### config.mk
export PLATFORM = sky130hd
export DESIGN_NAME = led_ind_ctrl
export DESIGN_NICKNAME = d
export VERILOG_FILES = /design/src/rtl/led_ind_pkg.sv /design/src/rtl/led_ind_regs.sv /design/src/rtl/led_ind_timebase.sv /design/src/rtl/led_ind_lane.sv /design/src/rtl/led_ind_ctrl.sv
export SDC_FILE = /design/constraint.sdc
export NUM_CORES = 1
export LEC_CHECK = 0
export BUFFER_PORTS_ARGS = -buffer_cell sky130_fd_sc_hd__buf_2
export CORE_MARGIN = 8
export CORE_UTILIZATION = 45
export CTS_CLUSTER_SIZE = 25
export DETAILED_ROUTE_END_ITERATION = 7
export PLACE_DENSITY = 0.61
export SLEW_MARGIN = 20
export SYNTH_ARGS = -nofsm -noshare
export SYNTH_HDL_FRONTEND = slang
export SYNTH_SLANG_ARGS = --single-unit
### constraint.sdc
create_clock -name clk -period 2.8 [get_ports clk]
set_input_delay 0.28 -clock clk [delete_from_list [all_inputs] [get_ports clk]]
set_output_delay 0.28 -clock clk [all_outputs]
set_load 0.01 [all_outputs]
### src/rtl/led_ind_pkg.sv
// Shared types and decode functions for the link LED controller.
// Assumes link speed coding 0=10, 1=100, 2=1000, 3=none.
package led_ind_pkg;

    // Snapshot of the status inputs used by the condition decoders.
    typedef struct packed {
        logic up;
        logic s10;
        logic s100;
        logic s1000;
        logic pdown;
        logic eee;
        logic aneg;
        logic selftest;
        logic cdiag;
        logic test;
    } link_state_t;

    // Per-LED configuration fields, unpacked from the two registers.
    typedef struct packed {
        logic [3:0] on_sel;
        logic [3:0] fast_sel;
        logic [3:0] slow_sel;
        logic [2:0] pulse_mask;
    } lane_cfg_t;

    // Reset value of register idx; LEDs beyond the fourth reset to 0.
    function automatic logic [7:0] reg_reset_value(input int idx);
        case (idx)
            0:       return 8'hC5;
            1:       return 8'h67;
            2:       return 8'h70;
            3:       return 8'h03;
            4:       return 8'h20;
            6:       return 8'h40;
            8:       return 8'h40;
            9:       return 8'h20;
            default: return 8'h00;
        endcase
    endfunction

    // 4-bit per-LED condition decode; speed codes 1..7 are a mask of speeds.
    function automatic logic lane_cond(input logic [3:0] code, input link_state_t st);
        logic [2:0] speeds;
        speeds = {st.s1000, st.s100, st.s10} & {3{st.up}};
        case (code)
            4'h1, 4'h2, 4'h3, 4'h4,
            4'h5, 4'h6, 4'h7: return |(code[2:0] & speeds);
            4'h8:             return st.pdown;
            4'h9:             return st.eee;
            4'hA:             return st.aneg;
            4'hB:             return st.selftest;
            4'hC:             return st.cdiag;
            default:          return 1'b0;
        endcase
    endfunction

    // 3-bit decode used by the bank-wide scan and complex blink overrides.
    function automatic logic bank_cond(input logic [2:0] code, input link_state_t st);
        case (code)
            3'd1:    return st.up;
            3'd2:    return st.pdown;
            3'd3:    return st.eee;
            3'd4:    return st.aneg;
            3'd5:    return st.selftest;
            3'd6:    return st.cdiag;
            3'd7:    return st.test;
            default: return 1'b0;
        endcase
    endfunction

endpackage

### src/rtl/led_ind_regs.sv
// Configuration register file for the LED controller.
// Stores 2 shared and 2 per-LED 8-bit registers; reads are combinational.
// Assumes one write per cycle; out-of-map accesses are ignored / read 0.
module led_ind_regs
    import led_ind_pkg::*;
#(
    parameter  int NUM_LEDS = 4,
    localparam int NREG     = 2 + 2 * NUM_LEDS,
    localparam int ADDR_W   = $clog2(NREG)
) (
    input  logic                           clk,
    input  logic                           rst_n,
    input  logic                           wr,
    input  logic [ADDR_W-1:0]              addr,
    input  logic [7:0]                     wdata,
    output logic [7:0]                     rdata,
    output logic [1:0]                     fast_rate,
    output logic [1:0]                     slow_rate,
    output logic [2:0]                     scan_sel,
    output logic [2:0]                     cblink_sel,
    output lane_cfg_t [NUM_LEDS-1:0]       lane_cfg
);

    logic [NREG-1:0][7:0] regs_q;
    logic                 in_map;

    assign in_map = int'(addr) < NREG;

    // Register storage: reset load and single-port write.
    always_ff @(posedge clk) begin
        if (!rst_n) begin
            for (int k = 0; k < NREG; k++) begin
                regs_q[k] <= reg_reset_value(k);
            end
        end else if (wr && in_map) begin
            regs_q[addr] <= wdata;
        end
    end

    // Read mux: mapped registers, zero elsewhere.
    always_comb begin
        rdata = '0;
        if (in_map) begin
            rdata = regs_q[addr];
        end
    end

    // Shared field extraction.
    assign fast_rate  = regs_q[0][7:6];
    assign slow_rate  = regs_q[0][5:4];
    assign scan_sel   = regs_q[1][6:4];
    assign cblink_sel = regs_q[1][2:0];

    // Per-LED field extraction, one lane per LED.
    for (genvar i = 0; i < NUM_LEDS; i++) begin : g_lane_cfg
        assign lane_cfg[i] = {regs_q[2 + 2 * i], regs_q[3 + 2 * i][7:4], regs_q[3 + 2 * i][2:0]};
    end

endmodule

### src/rtl/led_ind_timebase.sv
// Shared blink timebase: divides the prescaler tick by TICK_DIV into a
// 4-bit phase counter; rate code c selects phase bit 3-c.
// Assumes tick is a single-cycle strobe.
module led_ind_timebase #(
    parameter  int TICK_DIV = 31,
    localparam int DIV_W    = (TICK_DIV > 1) ? $clog2(TICK_DIV) : 1
) (
    input  logic       clk,
    input  logic       rst_n,
    input  logic       tick,
    input  logic [1:0] fast_rate,
    input  logic [1:0] slow_rate,
    output logic [3:0] phase,
    output logic       fast_ph,
    output logic       slow_ph
);

    logic [DIV_W-1:0] div_q;

    // Tick divider and phase counter.
    always_ff @(posedge clk) begin
        if (!rst_n) begin
            div_q <= '0;
            phase <= '0;
        end else if (tick) begin
            if (div_q == DIV_W'(TICK_DIV - 1)) begin
                div_q <= '0;
                phase <= phase + 4'd1;
            end else begin
                div_q <= div_q + 1'b1;
            end
        end
    end

    // Rate selection: higher code picks a faster phase bit.
    assign fast_ph = phase[2'd3 - fast_rate];
    assign slow_ph = phase[2'd3 - slow_rate];

endmodule

### src/rtl/led_ind_lane.sv
// One LED lane: activity stretch counter plus the priority mux
// override > activity blank > fast > slow > steady-on.
// Assumes tick is a single-cycle strobe; events are sampled each cycle.
module led_ind_lane
    import led_ind_pkg::*;
#(
    parameter  int STRETCH_TICKS = 30,
    localparam int SW            = $clog2(STRETCH_TICKS + 1)
) (
    input  logic        clk,
    input  logic        rst_n,
    input  logic        tick,
    input  lane_cfg_t   cfg,
    input  link_state_t st,
    input  logic        tx_act,
    input  logic        rx_act,
    input  logic        col_evt,
    input  logic        fast_ph,
    input  logic        slow_ph,
    input  logic        force_en,
    input  logic        force_val,
    output logic        led,
    output logic        busy,
    output logic        hit
);

    logic [SW-1:0] hold_q;

    assign hit  = |(cfg.pulse_mask & {col_evt, rx_act, tx_act});
    assign busy = hold_q != '0;

    // Activity stretch: reload on an event, count down on ticks.
    always_ff @(posedge clk) begin
        if (!rst_n) begin
            hold_q <= '0;
        end else if (hit) begin
            hold_q <= SW'(STRETCH_TICKS);
        end else if (tick && busy) begin
            hold_q <= hold_q - 1'b1;
        end
    end

    // Output priority mux.
    always_comb begin
        if (force_en) begin
            led = force_val;
        end else if (busy) begin
            led = 1'b0;
        end else if (lane_cond(cfg.fast_sel, st)) begin
            led = fast_ph;
        end else if (lane_cond(cfg.slow_sel, st)) begin
            led = slow_ph;
        end else begin
            led = lane_cond(cfg.on_sel, st);
        end
    end

endmodule

### src/rtl/led_ind_ctrl.sv
// Top of the configurable link LED controller.
// Ties the register file, shared timebase and one lane per LED together,
// and applies the bank-wide scan and complex blink overrides.
// Assumes NUM_LEDS is a power of two between 2 and 16.
module led_ind_ctrl
    import led_ind_pkg::*;
#(
    parameter  int NUM_LEDS      = 4,
    parameter  int TICK_DIV      = 31,
    parameter  int STRETCH_TICKS = 30,
    localparam int NREG          = 2 + 2 * NUM_LEDS,
    localparam int ADDR_W        = $clog2(NREG)
) (
    input  logic                clk,
    input  logic                rst_n,
    input  logic                tick,
    input  logic                cfg_wr,
    input  logic [ADDR_W-1:0]   cfg_addr,
    input  logic [7:0]          cfg_wdata,
    output logic [7:0]          cfg_rdata,
    input  logic                link_up,
    input  logic [1:0]          link_speed,
    input  logic                pwr_down,
    input  logic                eee_active,
    input  logic                aneg_busy,
    input  logic                selftest_busy,
    input  logic                cdiag_busy,
    input  logic                test_mode,
    input  logic                tx_act,
    input  logic                rx_act,
    input  logic                col_evt,
    output logic [NUM_LEDS-1:0] led
);

    localparam int IDX_W = $clog2(NUM_LEDS);

    logic [1:0]               fast_rate;
    logic [1:0]               slow_rate;
    logic [2:0]               scan_sel;
    logic [2:0]               cblink_sel;
    lane_cfg_t [NUM_LEDS-1:0] lane_cfg;
    link_state_t              st;
    logic [3:0]               phase;
    logic                     fast_ph;
    logic                     slow_ph;
    logic                     scan_on;
    logic                     cblink_on;
    logic [NUM_LEDS-1:0]      force_val;
    logic [NUM_LEDS-1:0]      pulse_busy;
    logic [NUM_LEDS-1:0]      pulse_hit;

    // Status snapshot for the decoders.
    always_comb begin
        st.up       = link_up;
        st.s10      = link_speed == 2'd0;
        st.s100     = link_speed == 2'd1;
        st.s1000    = link_speed == 2'd2;
        st.pdown    = pwr_down;
        st.eee      = eee_active;
        st.aneg     = aneg_busy;
        st.selftest = selftest_busy;
        st.cdiag    = cdiag_busy;
        st.test     = test_mode;
    end

    led_ind_regs #(.NUM_LEDS(NUM_LEDS)) u_regs (
        .clk        (clk),
        .rst_n      (rst_n),
        .wr         (cfg_wr),
        .addr       (cfg_addr),
        .wdata      (cfg_wdata),
        .rdata      (cfg_rdata),
        .fast_rate  (fast_rate),
        .slow_rate  (slow_rate),
        .scan_sel   (scan_sel),
        .cblink_sel (cblink_sel),
        .lane_cfg   (lane_cfg)
    );

    led_ind_timebase #(.TICK_DIV(TICK_DIV)) u_timebase (
        .clk       (clk),
        .rst_n     (rst_n),
        .tick      (tick),
        .fast_rate (fast_rate),
        .slow_rate (slow_rate),
        .phase     (phase),
        .fast_ph   (fast_ph),
        .slow_ph   (slow_ph)
    );

    // Bank-wide override conditions; scan outranks complex blink.
    assign scan_on   = bank_cond(scan_sel, st);
    assign cblink_on = bank_cond(cblink_sel, st);

    for (genvar i = 0; i < NUM_LEDS; i++) begin : g_lane
        // Override value: the scan position, or the slow phase for complex blink.
        assign force_val[i] = scan_on ? (phase[IDX_W-1:0] == IDX_W'(i)) : slow_ph;

        led_ind_lane #(.STRETCH_TICKS(STRETCH_TICKS)) u_lane (
            .clk       (clk),
            .rst_n     (rst_n),
            .tick      (tick),
            .cfg       (lane_cfg[i]),
            .st        (st),
            .tx_act    (tx_act),
            .rx_act    (rx_act),
            .col_evt   (col_evt),
            .fast_ph   (fast_ph),
            .slow_ph   (slow_ph),
            .force_en  (scan_on | cblink_on),
            .force_val (force_val[i]),
            .led       (led[i]),
            .busy      (pulse_busy[i]),
            .hit       (pulse_hit[i])
        );
    end

endmodule

==> out/qor.yml <==
status:
  status: "completed"
final_layout:
  drive_gt1_share_pct: 15.6
  post_layout_nonfiller_instances: 849
  final_cell_mix: "123 x mux2i_1, 109 x dfxtp_1, 66 x nor2b_1, 47 x nand2_1, 39 x buf_2"
  layout_commonest_cell: "mux2i_1"
  nNetsFinal: 698
  n_antenna_cell: 0
  syn_to_final_growth_pct: 8.49
power:
  pwr-share-clk_pct: 35.1
  p_int_uw: 2840
  switching_share_pct: 28.9
  p_comb_share_pct: 21.1
  p_sw_uw: 1150
  pwr-share-seq_pct: 43.8
  power.leakage_uw: 0.00274
  power_density_nw_per_um2: 569
  peakVddDrop_uv: 548
timing:
  finalMaxSlewViolations: 0
  rsz0062_at_grt: "no"
  hold_slack_ns: 0.316
  tightest_slew_ns: 0.701
  relSlewSlack_pct: 53.2
  max_freq_ghz: 0.381
  report.final.setup_viol: 0
  setup_slack_ns: 0.174
  fin_crit_sh_pct: 93.8
  min_period_ns: 2.63
  skew_ns: 0.00591
  final.setup.tns_ns: 0
  hold_viol: 0
critical_path:
  cp_max_fo: 6
  r2r-end: "g_lane[2].u_lane.hold_q[3]$_SDFFE_PN0P_"
  r2r_start: "g_lane[2].u_lane.hold_q[0]$_SDFFE_PP0P_"
  r2r_setup_slack_ns: 0.97
  crit_start: "u_regs.lane_cfg[49]$_SDFFE_PN1P_"
  crit_end: "led[3]"
  worstPathRequired_ns: 2.52
  path_class: "register to output pin"
  end_kind: "output pin"
  rr_worst_depth: 8
  cp.arrival_ns: 2.35
  cp-start-kind: "register"
global_route:
  grt_pass1_vias: 4890
  antenna_found_initial: 0
  grt_usage_pct: 18.7
  grt_pass1_wl_um: 26700
  grt_max_degree: 48
  grt_overflow_total: 0
clocking:
  numCtsBuffers: 9
  cts_tree: "yes"
  cts.root.buffer_cell: "clkbuf_16"
  cts_max_level: 3
  clkLatencyLatePin_ns: 0.36
  cts_resized: 0
  hold_buffers: 0
  cts_num_sinks: 109
  cts_setup_buffers: 0
  path_clk_slew_ns: 0.08
  cts_buffer_depth: 2
routing:
  drtPass1Iterations: 5
  wl_um: 16900
  wl_per_cell_um: 19.9
  viasPerCell: 5.89
  drc: 0
  ant_nets: 0
  vias: 5003
  drt_iter0_drc: 500
floorplanning:
  die_width_um: 136
  start_util_pct: 45.2
  core_region_area_um2: 14300
  die_y_um: 136
  io_pins: 40
  num_rows: 44
  dieArea_um2: 18500
yosys:
  syn-num-nets: 694
  synth-edff-count: 0
  synthCells: 656
  async_reset_ff_share_pct: 0
  yosysUniqueCellTypes: 54
  syn_avg_cell_area_um2: 9.86
  synthFlopType: "dfxtp_1"
  syn_area_um2: 6470
  synth_warnings: 0
  ys_seq_area_share_pct: 33.7
  synth_seq_cells: 109
place:
  place_congestion: 0.855
  dp_hpwl_um: 12300
  dp_slack_ns: 0.541
  portBuffers: 39
  placedCellCount: 833
run:
  cap_violations: 0
min_path:
  hold_path.class: "primary input to register"
-- routing by layer --
layer | GRT usage (%) | vias to the layer above | part of all wire [%]
li1 | - | 2364 | -
met1 | 23.8 | 2432 | 45
met2 | 29.2 | 172 | 45
met3 | 4.14 | 35 | 6.2
met4 | 9.40 | 0 | 3.5
met5 | 0 | - | 0
-- flip-flops by register name (all words and copies together) (netlist names) --
signal / cells
u_regs.regs_q: 10
u_regs.lane_cfg: 60
u_regs.fast_rate: 2
u_timebase.div_q: 5
u_timebase.phase: 4
u_regs.cblink_sel: 3
g_lane.u_lane.hold_q: 20
u_regs.scan_sel: 3
u_regs.slow_rate: 2
-- area by class of cell --
class	instances	area, um^2
Fill cell	1352	7290
Multi-Input combinational cell	479	3960
Sequential cell	109	2180
Timing Repair Buffer	45	253
Tap cell	184	230
Clock buffer	9	225
Clock inverter	7	105
Inverter	16	60.1
-- power groups by stage --
| stage | Clock (uW) | Sequential [uW] | Combinational (uW) |
|---|---|---|---|
| 2_1_floorplan | 0 | 1760 | 634 |
| 3_3_place_gp | 0 | 1780 | 808 |
| 3_5_place_dp | 0 | 1780 | 838 |
| 4_1_cts | 1440 | 1750 | 845 |
| 5_1_grt | 1500 | 1760 | 943 |
| 6_report | 1400 | 1750 | 843 |
-- worst min path at each step --
stage / start / cells past startpoint / slack [ns] / endpoint
after floorplan: u_regs.regs_q[0]$_SDFFE_PN1P_ / 2 / 0.44 / u_regs.regs_q[0]$_SDFFE_PN1P_
after global placement: u_regs.regs_q[0]$_SDFFE_PN1P_ / 2 / 0.45 / u_regs.regs_q[0]$_SDFFE_PN1P_
after detailed placement: g_lane[0].u_lane.hold_q[4]$_SDFFE_PN0P_ / 2 / 0.46 / g_lane[0].u_lane.hold_q[4]$_SDFFE_PN0P_
after CTS: cfg_wdata[3] / 3 / 0.31 / u_regs.regs_q[3]$_SDFFE_PN0P_
after global routing: cfg_wdata[3] / 3 / 0.33 / u_regs.regs_q[11]$_SDFFE_PN0P_
final: cfg_wdata[3] / 3 / 0.32 / u_regs.regs_q[3]$_SDFFE_PN0P_
-- metrics by stage --
step                util [%]  area, um^2  power [uW]
detailed placement      46.7        6690        2620
CTS                     49.0        7020        4030
floorplan                  -        6470        2390
global route            49.0        7020        4200
global placement        46.7        6690        2590
finish                  49.0        7020        3990
-- kinds of logic after synthesis --
group	synth area share (%)
flip-flops	33.7
XOR/XNOR	2.57
adder cells (fa/ha/maj)	1.93
AND/OR/NAND/NOR	17.9
buffers and inverters	5.01
AO/OA/AOI/OAI	9.50
multiplexers	29.4
-- worst max-delay path: stages (launching register included) --
cell and delay [ns]:
dfxtp_1 0.46, mux2i_1 0.23, nor3b_1 0.07, o31ai_1 0.42, mux2_1 0.37, mux2i_1 0.14
o21ai_1 0.13, buf_2 0.17
-- cell usage after synthesis (3+ instances only) --
cell        n  area share [%]
a21boi_0   16             1.9
a21oi_1    14             1.1
a221oi_1    4            0.54
a222oi_1    4            0.62
and2_1      3            0.29
and3_1      7            0.68
buf_2      16             1.2
buf_4       9             1.0
clkbuf_1   25             1.5
dfxtp_1   109              34
ha_1       10             1.9
inv_1      16            0.93
mux2_2      8             1.4
mux2i_1   123              19
mux4_2     24             8.4
nand2_1    47             2.7
nand2b_1    9            0.87
nand3_1     4            0.31
nand3b_1   16             1.9
nor2_1     21             1.2
nor2b_1    66             6.4
nor3_1      7            0.54
nor3b_1     5            0.58
nor4_1      4            0.39
o211ai_1    5            0.58
o21ai_0     8            0.62
o21ai_1     5            0.39
o22ai_1     9            0.87
o31ai_1     7            0.81
or3_1       3            0.29
xnor2_1    12             1.6
xor2_1      7            0.95
No activity file was read; power rests on OpenSTA's default activity.
